===== config.mk =====
export PLATFORM = sky130hd
export DESIGN_NAME = spi_xact_master
export DESIGN_NICKNAME = d
export VERILOG_FILES = /design/src/rtl/spi_xact_pkg.sv /design/src/rtl/spi_xact_dp.sv /design/src/rtl/spi_xact_ctl.sv /design/src/rtl/spi_xact_master.sv
export SDC_FILE = /design/constraint.sdc
export NUM_CORES = 1
export LEC_CHECK = 0
export ABC_AREA = 1
export BUFFER_PORTS_ARGS = -buffer_cell sky130_fd_sc_hd__buf_2
export CORE_UTILIZATION = 55
export DETAILED_ROUTE_END_ITERATION = 10
export PLACE_DENSITY_LB_ADDON = 0.05
export SLEW_MARGIN = 20
export SYNTH_ARGS = -nofsm -noshare
export SYNTH_HDL_FRONTEND = slang
export SYNTH_HIERARCHICAL = 1
export SYNTH_SLANG_ARGS = --single-unit

===== constraint.sdc =====
create_clock -name clk -period 1.9 [get_ports clk]
set_input_delay 0.285 -clock clk [delete_from_list [all_inputs] [get_ports clk]]
set_output_delay 0.285 -clock clk [all_outputs]
set_load 0.05 [all_outputs]

===== src/rtl/spi_xact_pkg.sv =====
package spi_xact_pkg;
  localparam int LEN_W  = 6;   // header field width for count-1
  localparam int ADDR_W = 24;  // three address bytes

  typedef struct packed {
    logic       startByte;     // launch one 8-bit exchange
    logic [7:0] txByte;        // byte to shift out
  } dpCmd_t;

  typedef enum logic [2:0] {
    ST_IDLE, ST_HDR, ST_WAIT, ST_DATA, ST_GAP
  } xactState_t;
endpackage


===== src/rtl/spi_xact_dp.sv =====
module spi_xact_dp
  import spi_xact_pkg::*;
#(
  parameter int HALF_DIV = 2
) (
  input  logic       clk,
  input  logic       rstN,
  input  dpCmd_t     cmd,
  input  logic       miso,
  output logic       sclk,
  output logic       mosi,
  output logic [7:0] rxByte,
  output logic       byteDone,
  output logic       busy
);
  localparam int DIV_W = $clog2(HALF_DIV + 1);

  logic [DIV_W-1:0] divCnt;
  logic [7:0]       txSh, rxSh;
  logic [2:0]       bitCnt;
  logic             sclkQ, doneQ, busyQ;

  always_ff @(posedge clk or negedge rstN) begin
    if (!rstN) begin
      divCnt <= '0; txSh <= '0; rxSh <= '0; bitCnt <= '0;
      sclkQ <= 1'b0; doneQ <= 1'b0; busyQ <= 1'b0;
    end else begin
      doneQ <= 1'b0;
      if (cmd.startByte) begin
        txSh   <= cmd.txByte;
        bitCnt <= '0;
        divCnt <= '0;
        sclkQ  <= 1'b0;
        busyQ  <= 1'b1;
      end else if (busyQ) begin
        if (divCnt == DIV_W'(HALF_DIV - 1)) begin
          divCnt <= '0;
          if (!sclkQ) begin
            sclkQ <= 1'b1;                      // rising: sample
            rxSh  <= {rxSh[6:0], miso};
          end else begin
            sclkQ <= 1'b0;                      // falling: advance
            if (bitCnt == 3'd7) begin
              busyQ <= 1'b0;
              doneQ <= 1'b1;
              txSh  <= 8'h00;
            end else begin
              bitCnt <= bitCnt + 3'd1;
              txSh   <= {txSh[6:0], 1'b0};
            end
          end
        end else begin
          divCnt <= divCnt + DIV_W'(1);
        end
      end
    end
  end

  assign sclk     = sclkQ;
  assign mosi     = txSh[7];
  assign rxByte   = rxSh;
  assign byteDone = doneQ;
  assign busy     = busyQ;

  AST_NO_RESTART_IN_FLIGHT: assert property (@(posedge clk) disable iff (!rstN)
    cmd.startByte |-> !busyQ);
  AST_MOSI_STEADY_HIGH: assert property (@(posedge clk) disable iff (!rstN)
    (sclkQ && $past(sclkQ)) |-> $stable(mosi));
endmodule


===== src/rtl/spi_xact_ctl.sv =====
module spi_xact_ctl
  import spi_xact_pkg::*;
#(
  parameter int MAX_WAIT = 8,
  parameter int CS_GAP   = 4
) (
  input  logic              clk,
  input  logic              rstN,
  input  logic              reqValid,
  output logic              reqReady,
  input  logic              reqRead,
  input  logic [LEN_W-1:0]  reqLenM1,
  input  logic [ADDR_W-1:0] reqAddr,
  input  logic              wrValid,
  output logic              wrReady,
  input  logic [7:0]        wrData,
  output logic              rdValid,
  output logic [7:0]        rdData,
  output logic              xactDone,
  output logic              xactErr,
  output logic              csN,
  output dpCmd_t            cmd,
  input  logic [7:0]        rxByte,
  input  logic              byteDone,
  input  logic              dpBusy
);
  localparam int WAIT_W = $clog2(MAX_WAIT + 1);
  localparam int GAP_W  = $clog2(CS_GAP + 1);

  xactState_t        state;
  logic              isRead;
  logic [LEN_W-1:0]  lenM1, dataCnt;
  logic [ADDR_W-1:0] addrQ;
  logic [1:0]        hdrIdx;
  logic [WAIT_W-1:0] waitCnt;
  logic [GAP_W-1:0]  gapCnt;
  logic              csNQ, doneQ, errQ, rdValidQ;
  logic [7:0]        rdDataQ, hdrByte;
  logic              active, needWr;

  assign active   = (state == ST_HDR) || (state == ST_WAIT) || (state == ST_DATA);
  assign needWr   = (state == ST_DATA) && !isRead;
  assign reqReady = (state == ST_IDLE);

  always_comb begin
    case (hdrIdx)
      2'd0:    hdrByte = {isRead, 1'b1, lenM1};
      2'd1:    hdrByte = addrQ[23:16];
      2'd2:    hdrByte = addrQ[15:8];
      default: hdrByte = addrQ[7:0];
    endcase
    cmd.startByte = active && !dpBusy && !byteDone && (!needWr || wrValid);
    cmd.txByte    = (state == ST_HDR) ? hdrByte : (needWr ? wrData : 8'h00);
  end
  assign wrReady = cmd.startByte && needWr;

  always_ff @(posedge clk or negedge rstN) begin
    if (!rstN) begin
      state <= ST_IDLE; isRead <= 1'b0; lenM1 <= '0; addrQ <= '0;
      hdrIdx <= '0; waitCnt <= '0; dataCnt <= '0; gapCnt <= '0;
      csNQ <= 1'b1; doneQ <= 1'b0; errQ <= 1'b0;
      rdValidQ <= 1'b0; rdDataQ <= '0;
    end else begin
      doneQ <= 1'b0; errQ <= 1'b0; rdValidQ <= 1'b0;
      case (state)
        ST_IDLE: if (reqValid) begin
          isRead <= reqRead; lenM1 <= reqLenM1; addrQ <= reqAddr;
          hdrIdx <= '0; csNQ <= 1'b0; state <= ST_HDR;
        end
        ST_HDR: if (byteDone) begin
          if (hdrIdx != 2'd3) hdrIdx <= hdrIdx + 2'd1;
          else if (rxByte[0]) begin state <= ST_DATA; dataCnt <= '0; end
          else begin state <= ST_WAIT; waitCnt <= '0; end
        end
        ST_WAIT: if (byteDone) begin
          if (rxByte[0]) begin
            state <= ST_DATA; dataCnt <= '0;
          end else if (waitCnt == WAIT_W'(MAX_WAIT - 1)) begin
            csNQ <= 1'b1; doneQ <= 1'b1; errQ <= 1'b1;
            state <= ST_GAP; gapCnt <= '0;
          end else begin
            waitCnt <= waitCnt + WAIT_W'(1);
          end
        end
        ST_DATA: if (byteDone) begin
          if (isRead) begin rdValidQ <= 1'b1; rdDataQ <= rxByte; end
          if (dataCnt == lenM1) begin
            csNQ <= 1'b1; doneQ <= 1'b1;
            state <= ST_GAP; gapCnt <= '0;
          end else begin
            dataCnt <= dataCnt + LEN_W'(1);
          end
        end
        ST_GAP: begin
          if (gapCnt == GAP_W'(CS_GAP - 1)) state <= ST_IDLE;
          else gapCnt <= gapCnt + GAP_W'(1);
        end
        default: state <= ST_IDLE;
      endcase
    end
  end

  assign csN      = csNQ;
  assign xactDone = doneQ;
  assign xactErr  = errQ;
  assign rdValid  = rdValidQ;
  assign rdData   = rdDataQ;

  // checker: cycles chip select has been high, saturating at CS_GAP
  logic [GAP_W-1:0] hiCnt;
  always_ff @(posedge clk or negedge rstN) begin
    if (!rstN)                         hiCnt <= GAP_W'(CS_GAP);
    else if (!csNQ)                    hiCnt <= '0;
    else if (hiCnt != GAP_W'(CS_GAP))  hiCnt <= hiCnt + GAP_W'(1);
  end

  AST_CS_HIGH_MIN: assert property (@(posedge clk) disable iff (!rstN)
    $fell(csNQ) |-> (hiCnt == GAP_W'(CS_GAP)));
  AST_CS_FALL_ON_ACCEPT: assert property (@(posedge clk) disable iff (!rstN)
    $fell(csNQ) |-> $past(reqValid && reqReady));
  AST_ERR_WITH_DONE: assert property (@(posedge clk) disable iff (!rstN)
    xactErr |-> (xactDone && !rdValid));
endmodule


===== src/rtl/spi_xact_master.sv =====
module spi_xact_master
  import spi_xact_pkg::*;
#(
  parameter int HALF_DIV = 2,
  parameter int MAX_WAIT = 8,
  parameter int CS_GAP   = 4
) (
  input  logic        clk,
  input  logic        rstN,
  input  logic        reqValid,
  output logic        reqReady,
  input  logic        reqRead,
  input  logic [5:0]  reqLenM1,
  input  logic [23:0] reqAddr,
  input  logic        wrValid,
  output logic        wrReady,
  input  logic [7:0]  wrData,
  output logic        rdValid,
  output logic [7:0]  rdData,
  output logic        xactDone,
  output logic        xactErr,
  output logic        sclk,
  output logic        csN,
  output logic        mosi,
  input  logic        miso
);
  dpCmd_t     cmd;
  logic [7:0] rxByte;
  logic       byteDone, dpBusy;

  spi_xact_ctl #(.MAX_WAIT(MAX_WAIT), .CS_GAP(CS_GAP)) u_ctl (
    .clk(clk), .rstN(rstN),
    .reqValid(reqValid), .reqReady(reqReady), .reqRead(reqRead),
    .reqLenM1(reqLenM1), .reqAddr(reqAddr),
    .wrValid(wrValid), .wrReady(wrReady), .wrData(wrData),
    .rdValid(rdValid), .rdData(rdData),
    .xactDone(xactDone), .xactErr(xactErr), .csN(csN),
    .cmd(cmd), .rxByte(rxByte), .byteDone(byteDone), .dpBusy(dpBusy)
  );

  spi_xact_dp #(.HALF_DIV(HALF_DIV)) u_dp (
    .clk(clk), .rstN(rstN), .cmd(cmd), .miso(miso),
    .sclk(sclk), .mosi(mosi), .rxByte(rxByte),
    .byteDone(byteDone), .busy(dpBusy)
  );

  AST_SCLK_IDLE_LOW: assert property (@(posedge clk) disable iff (!rstN)
    csN |-> !sclk);
endmodule


==> results.md, run 1 <==
* Startpoint types: flop
* Seq/Total Area, Yosys at 49.9%
* Syn avg cell area at 8.32 sq um
* Synth unique cells at 29
* Tot Pwr at 7.13 mW
* Post-Synthesis Cells at 512
* Drt via density at 5.28
* Core footprint at 7370 sq um
* WL/cell at 13.5 microns
* Via count at 3656
* Initial Util at 57.8%
* GRT met2 Usage at 43.5%
* Vias in the first global route at 3630
* Clock skew at 0.0119 ns
* Largest net degree at the start of global routing at 51
* Leak at 2.71 nW
* Relative slew slack at 73.0%
* Setup-failing EPs final at 0
* Critical-path maximum fanout at 3
* Tcrit/Tclk final at 97.8%
* DIE HEIGHT at 90.0 microns
* Die width at 90.0 microns
* Worst min-delay path class: primary input to flop
* Synthesized area at 4260 sq um
* Ratio of cells with drive above 1 in the final layout at 24.3%
* Final ANT Viol Nets at 0
* Final #Nets at 642
* Final RePlAce weighted congestion at 0.894
* DRT iter0 DRCs at 187
* GRT Overall Usage at 24.7%
* Worst-skew pair later-pin latency at 0.36 ns
* VDD IR-drop max at 0.712 mV
* First-pass GRT wire length at 16.1 mm
* Crit path kind: flop to output pin
* CTS Buf Count at 9
* Dpl ws at 0.0621 ns
* Placed cell areas at 4730 sq um
* Total clock sinks at 85
* Placed cells at 669
* Pwr/cell area at 1420 nW/um^2
* RSZ-0062 raised after global routing: yes
* CP Capture Type: output pin
* Ant. Diodes at 0
* Num rows at 31
* Met1 usage at 30.5%
* Total gr overflow at 0
* Design area at 5030 sq um
* Area grow syn2layout at 18.0%
* Syn Nets at 566
* Data required, critical path at 1.62 ns
* DIE AREA at 8100 sq um
* Number of synthesized register bits at 85
* Final Hold Viols at 0
* Clock root buffer: clkbuf_8
* Reg clk slew, reported paths at 0.09 ns
* Met3 Use GR at 3.55%
* Slew @ Worst Pin at 0.404 ns
* CTS tree: done
* WP data arrival at 1.57 ns
* Status: finished, final reports clean
* Final worst slack at 0.0410 ns
* Fin Hold WS at 0.156 ns
* YS warnings at 6
* Detail Placement HPWL at 6.79 mm
* Initial DRT Pass Iterations at 4
* PortBufs at 59
* Final Routed Wirelength at 9.34 mm
* Initial antenna violation count at 0
* Max-cap violations at 0
* Max Fclk at 0.538 GHz
* CTS H-tree depth at 3
* I/O pins at 60
* Pins Over Slew Limit at 0
* Top Usage Layer GRT: met2
* Max Root-Sink Buffers at 2
* Min Tclk post-route at 1.86 ns
* Non-Filler Instances at 692
* Post-route DRC violation count at 0
## metrics by stage
step | setup TNS [ns] | utilization, %
after floorplan | 0 | -
after global placement | 0 | 64.1
after detailed placement | 0 | 64.1
after CTS | 0 | 67.4
after global routing | -0.0893 | 68.3
final | 0 | 68.3
## critical path, cell delays in order, from the launching register on
cell,delay (ns)
dfrtp_1,0.38
inv_2,0.08
nor2_4,0.12
nand2_2,0.07
inv_2,0.07
nand2_4,0.06
o21ai_2,0.13
inv_1,0.07
nand2_1,0.06
inv_1,0.05
buf_6,0.14
## synth_stat cells
| cell type | n | area share [%] |
|---|---|---|
| buf_4 | 3 | 0.53 |
| nor3_4 | 1 | 0.38 |
| nor3_1 | 4 | 0.47 |
| nand3_1 | 36 | 4.2 |
| nand2_2 | 6 | 0.88 |
| o211ai_1 | 1 | 0.18 |
| buf_1 | 1 | 0.088 |
| dfstp_2 | 1 | 0.62 |
| a221oi_1 | 7 | 1.4 |
| inv_1 | 41 | 3.6 |
| nor2_2 | 4 | 0.59 |
| inv_2 | 2 | 0.18 |
| o21ai_1 | 1 | 0.12 |
| clkinv_1 | 2 | 0.18 |
| nand2_4 | 1 | 0.26 |
| or2_2 | 1 | 0.15 |
| nand2_1 | 187 | 16 |
| xor2_1 | 1 | 0.21 |
| clkbuf_1 | 3 | 0.26 |
| buf_2 | 4 | 0.47 |
| nand4_1 | 10 | 1.5 |
| mux2_2 | 24 | 6.3 |
| ha_1 | 10 | 2.9 |
| nor2_4 | 2 | 0.53 |
| nand3b_1 | 3 | 0.53 |
| nor2_1 | 30 | 2.6 |
| o21ai_0 | 28 | 3.3 |
| a21oi_1 | 14 | 1.6 |
| dfrtp_1 | 84 | 49 |
## registers in the layout, summed over array words and instances, names as in the netlist, 2 cells and up
signal / flops
u_dp/rxByte: 8
u_dp/bitCnt: 3
u_ctl/gapCnt: 3
u_ctl/addrQ: 24
u_ctl/lenM1: 6
u_ctl/rdData: 8
u_ctl/dataCnt: 6
u_dp/txSh: 8
u_dp/divCnt: 2
u_ctl/waitCnt: 4
u_ctl/state: 3
u_ctl/hdrIdx: 2
## path summary, 6_finish.rpt
| kind | from | endpoint | slack (ns) | cells after the start |
|---|---|---|---|---|
| min in group asynchronous | rstN | u_ctl/rdValid | 0.33 | 2 |
| setup / recovery | u_ctl/state[1] | wrReady | 0.04 | 10 |
| hold / removal | reqAddr[0] | u_ctl/addrQ[0] | 0.16 | 2 |
| setup reg to reg | u_ctl/state[1] | u_dp/txSh[4] | 0.13 | 13 |
| max in group asynchronous | rstN | u_ctl/addrQ[1] | 1.02 | 3 |
| hold reg to reg | u_ctl/csN | u_ctl/csN | 0.47 | 2 |
## logic make-up after synthesis
logic type / after synthesis / synth area share (%)
adder cells (fa/ha/maj): 10 / 2.94
multiplexers: 24 / 6.34
AND/OR/NAND/NOR: 285 / 28.6
XOR/XNOR: 1 / 0.206
buffers and inverters: 56 / 5.31
AO/OA/AOI/OAI: 51 / 6.66
flip-flops: 85 / 49.9
## cell type report
class / instances / area (sq um)
Inverter: 45 / 174
Sequential cell: 85 / 2130
Fill cell: 651 / 2340
Tap cell: 99 / 124
Clock buffer: 10 / 138
Clock inverter: 6 / 46.3
Multi-Input combinational cell: 371 / 1960
Timing Repair Buffer: 76 / 459
## cell usage in the layout, fill, tap and decap left out, types with 2 or more instances in the layout
cell type,instances
clkinvlp_4,2
nand2_1,183
nor2_4,4
inv_6,2
nand2_4,4
o21ai_0,27
a221oi_1,7
nand3b_1,3
mux2_2,24
a21oi_1,14
nand4_1,10
inv_4,2
clkbuf_8,10
nor2_1,29
buf_2,57
buf_4,15
nand3_1,36
nand2_2,7
dfrtp_1,83
inv_1,39
ha_1,10
nor3_1,3
buf_12,2
nor3_4,2
inv_2,3
nor2_2,3
## where the power goes
group	internal, mW	leakage, nW	switching, mW
Clock	0.520	0.0893	0.685
Sequential	2.41	1.08	0.433
Combinational	1.17	1.55	1.91
## what timing repair did
item | CTS | global route
pin swaps | 0 | 4
endpoints found under the setup margin | 1 | 11
gates resized for setup | 8 | 14
hold buffers | 1 | 0
endpoints found under the hold margin | 16 | 0
setup buffers | 4 | 2
## per-layer routing
| layer | part of all wire [%] | up-vias |
|---|---|---|
| li1 | - | 1815 |
| met1 | 44 | 1737 |
| met2 | 50 | 87 |
| met3 | 3.8 | 17 |
| met4 | 2.3 | 0 |
| met5 | 0 | - |
Note: power is estimated with default switching activity, not from simulation.
==> inputs of run 2 (changes only) <==
- CORE_UTILIZATION: 55 -> 50
==> results.md, run 2 (synthesis results as in run 1) <==
* Ant. Diodes at 0 (unchanged)
* Reg with most FFs: u_ctl/addrQ (unchanged)
* Worst path bufs/invs at 4 (was 5)
* I/O pins at 60 (unchanged)
* CTS tree: done (unchanged)
* Total clock sinks at 85 (unchanged)
* Final #Nets at 644 (was 642)
* Status: finished, final reports clean (unchanged)
* Most common cell after layout, fill and taps aside: nand2_1 (unchanged)
* Drt via density at 5.21 (was 5.28)
* Switch share at 42.0% (was 42.6%)
* Detail Placement HPWL at 6.90 mm (was 6.79 mm)
* Largest net degree at the start of global routing at 44 (was 51)
* Delay of the slowest critical-path stage at 0.46 ns (was 0.38 ns)
* Max Root-Sink Buffers at 2 (unchanged)
* Commonest non-fill, non-tap cells in the layout: nand2_1 (183), dfrtp_1 (83), buf_2 (57), inv_1 (38), nand3_1 (36) (was nand2_1 (183), dfrtp_1 (83), buf_2 (57), inv_1 (39), nand3_1 (36))
* Relative slew slack at 72.1% (was 73.0%)
* Ratio of cells with drive above 1 in the final layout at 24.0% (was 24.3%)
* Num rows at 33 (was 31)
* Pwr/cell area at 1420 nW/um^2 (about the same)
* Design area at 5040 sq um (was 5030 sq um)
* Post-route DRC violation count at 0 (unchanged)
* Core footprint at 8220 sq um (was 7370 sq um)
* Comb pwr share at 42.0% (was 43.2%)
* Startpoint types: flop (unchanged)
* Vias in the first global route at 3496 (was 3630)
* Sequential share of power at 39.7% (was 39.9%)
* Setup-failing EPs final at 0 (unchanged)
* Total gr overflow at 0 (unchanged)
* RSZ-0062 raised after global routing: yes (unchanged)
* Max Fclk at 0.534 GHz (was 0.538 GHz)
* GRT Overall Usage at 24.0% (was 24.7%)
* Slew @ Worst Pin at 0.418 ns (was 0.404 ns)
* CTS Buf Count at 9 (unchanged)
* Critical-path cell list: nor2_4 -> nand2_2 -> inv_2 -> nand2_2 -> o21ai_1 -> inv_1 -> nand2_1 -> inv_1 -> buf_6 (was inv_2 -> nor2_4 -> nand2_2 -> inv_2 -> nand2_4 -> o21ai_2 -> inv_1 -> nand2_1 -> inv_1 -> buf_6)
* Fill cells at 727 (was 651)
* PortBufs at 59 (unchanged)
* DIE AREA at 8900 sq um (was 8100 sq um)
* Reg clk slew, reported paths at 0.10 ns (was 0.09 ns)
* Initial DRT Pass Iterations at 5 (was 4)
* Tot Pwr at 7.18 mW (was 7.13 mW)
* Area grow syn2layout at 18.2% (was 18.0%)
* Final ANT Viol Nets at 0 (unchanged)
* Data required, critical path at 1.62 ns (about the same)
* Via count at 3646 (was 3656)
* Placed cell areas at 4740 sq um (was 4730 sq um)
* Max-cap violations at 0 (unchanged)
* Cell Int Power at 4.16 mW (was 4.09 mW)
* CP Capture Type: output pin (unchanged)
* Final Hold Viols at 0 (unchanged)
* VDD IR-drop max at 0.647 mV (was 0.712 mV)
* Worst-skew pair later-pin latency at 0.36 ns (about the same)
* First-pass GRT wire length at 16.3 mm (was 16.1 mm)
* Leak at 2.72 nW (was 2.71 nW)
* Max reg flops at 24 (unchanged)
* Final RePlAce weighted congestion at 0.882 (was 0.894)
* Initial Util at 51.9% (was 57.8%)
* DIE HEIGHT at 94.3 microns (was 90.0 microns)
* Min Tclk post-route at 1.87 ns (was 1.86 ns)
* DRT iter0 DRCs at 142 (was 187)
* Final Routed Wirelength at 9.66 mm (was 9.34 mm)
* Die width at 94.3 microns (was 90.0 microns)
* CTS H-tree depth at 3 (unchanged)
* Clk network pwr share at 18.3% (was 16.9%)
* NetSw at 3.02 mW (was 3.03 mW)
* Clock root buffer: clkbuf_8 (unchanged)
* WL/cell at 13.8 microns (was 13.5 microns)
* Initial antenna violation count at 0 (unchanged)
* Crit path kind: flop to output pin (unchanged)
* Crit path max-delay cell type: dfrtp_2 (was dfrtp_1)
* Pins Over Slew Limit at 0 (unchanged)
* Tcrit/Tclk final at 98.6% (was 97.8%)
* Worst min-delay path class: primary input to flop (unchanged)
* Crit-path leading delay family: flip-flops (was buffers and inverters)
* WP data arrival at 1.59 ns (was 1.57 ns)
* Critical-path maximum fanout at 4 (was 3)
* Clock skew at 0.0117 ns (was 0.0119 ns)
## run 2: per-layer routing
layer	track usage, %	share of wire (%)
met2	39.7	48
met4	9.87	1.9
met1	30.4	45
met3	5.18	4.9
met5	0	0
## run 2: cell type report
type                            instances  area (sq um)  share of cell area (%)
Sequential cell                        85          2130                    42.3
Multi-Input combinational cell        371          1930                    38.4
Timing Repair Buffer                   78           474                    9.42
Inverter                               45           169                    3.35
Tap cell                              105           131                    2.61
Clock buffer                           10           128                    2.53
Clock inverter                          6          70.1                    1.39
## run 2: timing repair
action | CTS | global route
setup endpoints to repair | 1 | 8
buffers inserted | 5 | 2
gates cloned | 0 | 0
pin swaps | 1 | 4
hold buffers | 1 | 0
gates resized for setup | 7 | 8
hold endpoints to repair | 28 | 0
## run 2: per-stage QoR
step                instances  util (%)  hold WS, ns  TNS [ns]  worst slack [ns]
CTS                       698      60.9        0.137         0           0.00717
finish                    700      61.3        0.147         0            0.0260
global placement          676      57.7        0.249         0             0.168
floorplan                 512         -      -0.0106         0             0.131
global route              700      61.3        0.121   -0.0567           -0.0567
detailed placement        676      57.7        0.248         0             0.110
## run 2: worst paths after layout
| path | from | to | slack, ns | cells past startpoint |
|---|---|---|---|---|
| setup / recovery | u_ctl/state[2] | wrReady | 0.03 | 9 |
| hold / removal | reqAddr[20] | u_ctl/addrQ[20] | 0.15 | 2 |
| setup reg to reg | u_ctl/state[2] | u_dp/txSh[7] | 0.14 | 12 |
| hold reg to reg | u_ctl/csN | u_ctl/csN | 0.47 | 2 |
| max in group asynchronous | rstN | u_ctl/dataCnt[5] | 0.93 | 3 |
| min in group asynchronous | rstN | u_ctl/xactDone | 0.40 | 2 |
## run 2: power groups by stage
stage	Sequential, mW	Combinational (mW)	Clock [mW]
2_1_floorplan	2.89	2.06	0
3_3_place_gp	2.87	2.82	0
3_5_place_dp	2.89	2.87	0
4_1_cts	2.84	2.95	1.34
5_1_grt	2.92	3.40	1.43
6_report	2.85	3.02	1.31
==> inputs of run 3 (changes only) <==
==> constraint.sdc (replaced) <==
create_clock -name clk -period 1.9 [get_ports clk]
set_input_delay 0.38 -clock clk [delete_from_list [all_inputs] [get_ports clk]]
set_output_delay 0.38 -clock clk [all_outputs]
set_load 0.02 [all_outputs]
==> results.md, run 3 (synthesis results as in run 1) <==
* Fin Hold WS at 0.252 ns (was 0.147 ns)
* Setup-failing EPs final at 0 (unchanged)
* DIE HEIGHT at 94.3 microns (unchanged)
* Fin Setup TNS at 0 ns (unchanged)
* GRT Overall Usage at 23.6% (was 24.0%)
* Worst path most repeated cell: inv_2
* CTS H-tree depth at 3 (unchanged)
* Max Root-Sink Buffers at 2 (unchanged)
* Delay of the slowest critical-path stage at 0.44 ns (was 0.46 ns)
* Final ANT Viol Nets at 0 (unchanged)
* Ratio of cells with drive above 1 in the final layout at 24.5% (was 24.0%)
* WP data arrival at 1.48 ns (was 1.59 ns)
* Pwr/cell area at 1430 nW/um^2 (was 1420 nW/um^2)
* DRT iter0 DRCs at 165 (was 142)
* Slew @ Worst Pin at 0.347 ns (was 0.418 ns)
* CTS Buf Count at 9 (unchanged)
* Post-route DRC violation count at 0 (unchanged)
* Critical-path maximum fanout at 4 (unchanged)
* VDD IR-drop max at 0.666 mV (was 0.647 mV)
* Final #Nets at 641 (was 644)
* Startpoint types: flop (unchanged)
* Data required, critical path at 1.52 ns (was 1.62 ns)
* Placed cell areas at 4740 sq um (unchanged)
* Clock root buffer: clkbuf_8 (unchanged)
* Design area at 5070 sq um (was 5040 sq um)
* PortBufs at 59 (unchanged)
* Total gr overflow at 0 (unchanged)
* Core footprint at 8220 sq um (unchanged)
* DIE AREA at 8900 sq um (unchanged)
* Via count at 3612 (was 3646)
* Most common cell after layout, fill and taps aside: nand2_1 (unchanged)
* Final Hold Viols at 0 (unchanged)
* Max Fclk at 0.539 GHz (was 0.534 GHz)
* Final Routed Wirelength at 9.56 mm (was 9.66 mm)
* Max-cap violations at 0 (unchanged)
* Detail Placement HPWL at 7.05 mm (was 6.90 mm)
* Area grow syn2layout at 18.9% (was 18.2%)
* Tcrit/Tclk final at 97.7% (was 98.6%)
* Final Util at 61.7% (was 61.3%)
* Initial antenna violation count at 0 (unchanged)
* Min Tclk post-route at 1.86 ns (was 1.87 ns)
* Num rows at 33 (unchanged)
* Worst min-delay path class: primary input to flop (unchanged)
* CP Capture Type: output pin (unchanged)
* Initial DRT Pass Iterations at 4 (was 5)
* Crit-path leading delay family: flip-flops (unchanged)
* Reg with most FFs: u_ctl/addrQ (unchanged)
* Vias in the first global route at 3580 (was 3496)
* Fill cells at 780 (was 727)
* Commonest non-fill, non-tap cells in the layout: nand2_1 (183), dfrtp_1 (83), buf_2 (57), nand3_1 (36), inv_1 (35) (was nand2_1 (183), dfrtp_1 (83), buf_2 (57), inv_1 (38), nand3_1 (36))
* Relative slew slack at 76.8% (was 72.1%)
* Placed cells at 676 (unchanged)
* Leak at 2.72 nW (about the same)
* Reg clk slew, reported paths at 0.09 ns (was 0.10 ns)
* Total clock sinks at 85 (unchanged)
* Worst path bufs/invs at 4 (unchanged)
* Status: finished, final reports clean (unchanged)
* I/O pins at 60 (unchanged)
* Non-Filler Instances at 696 (was 700)
* Final RePlAce weighted congestion at 0.885 (was 0.882)
* RSZ-0062 raised after global routing: yes (unchanged)
* Crit path kind: flop to output pin (unchanged)
* WL/cell at 13.7 microns (was 13.8 microns)
* Clock skew at 0.00990 ns (was 0.0117 ns)
* Initial Util at 51.9% (unchanged)
* Ant. Diodes at 0 (unchanged)
* Pins Over Slew Limit at 0 (unchanged)
* CTS tree: done (unchanged)
* Largest net degree at the start of global routing at 41 (was 44)
* Crit path max-delay cell type: dfrtp_2 (unchanged)
* Critical-path cell list: nor2_1 -> nand2_1 -> inv_2 -> nand2_2 -> o21ai_2 -> inv_2 -> nand2_2 -> inv_2 -> buf_6 (was nor2_4 -> nand2_2 -> inv_2 -> nand2_2 -> o21ai_1 -> inv_1 -> nand2_1 -> inv_1 -> buf_6)
* Worst-skew pair later-pin latency at 0.35 ns (was 0.36 ns)
* Die width at 94.3 microns (unchanged)
* Drt via density at 5.19 (was 5.21)
* Max reg flops at 24 (unchanged)
* First-pass GRT wire length at 16.1 mm (was 16.3 mm)
## run 3: cell count changes in the layout (fill, tap and decap cells not counted), moves of 2 or more
| cell | change |
|---|---|
| buf_4 | -3 |
| inv_1 | -3 |
| inv_2 | +3 |
| bufinv_16 | +2 |
| inv_6 | -2 |
## run 3: path summary, 6_finish.rpt
check	from	endpoint	slack (ns)	cells past startpoint
max reg2reg	u_ctl/state[0]	u_ctl/state[0]	0.09	10
max	u_ctl/state[2]	wrReady	0.04	9
min reg2reg	u_ctl/csN	u_ctl/csN	0.47	2
min	reqAddr[21]	u_ctl/addrQ[21]	0.25	2
min in group asynchronous	rstN	u_ctl/dataCnt[0]	0.45	2
max in group asynchronous	rstN	u_ctl/addrQ[4]	0.80	3
## run 3: area by class of cell
cell class	count	area (sq um)	share of cell area, %
Clock inverter	6	113	2.22
Multi-Input combinational cell	371	1950	38.5
Clock buffer	9	124	2.44
Timing Repair Buffer	75	452	8.91
Inverter	45	169	3.33
Sequential cell	85	2130	42.0
Tap cell	105	131	2.59
## run 3: metrics by stage
stage	total power, mW	setup slack, ns
finish	7.23	0.0434
global route	7.77	-0.0567
CTS	7.21	-0.0362
detailed placement	5.62	0.102
global placement	5.54	0.145
floorplan	4.81	0.145
## run 3: worst register-to-register path, stage by stage (launching register included)
cell	delay, ns
dfrtp_1	0.40
buf_4	0.14
buf_4	0.13
nand3_1	0.20
inv_2	0.14
nand2_1	0.11
o21ai_0	0.08
nor2_1	0.22
nand3_1	0.14
nand2_1	0.08
nand2_1	0.05
## run 3: where the power goes
part,switching [mW],total (mW),internal (mW)
registers,0.443,2.85,2.41
clock network,0.652,1.52,0.868
logic,1.74,2.86,1.13
total,2.83,7.23,4.40
## run 3: what timing repair did
action / in CTS / in global routing
setup buffers: 4 / 0
hold buffers: 1 / 0
pin swaps: 4 / 5
resized for setup: 8 / 13
endpoints found under the setup margin: 1 / 15
endpoints found under the hold margin: 18 / 0
## run 3: per-layer routing
layer / global-route usage, % / share of wire (%)
met3: 4.45 / 3.8
met5: 0 / 0
met1: 29.8 / 45
met2: 40.7 / 50
met4: 7.31 / 1.4
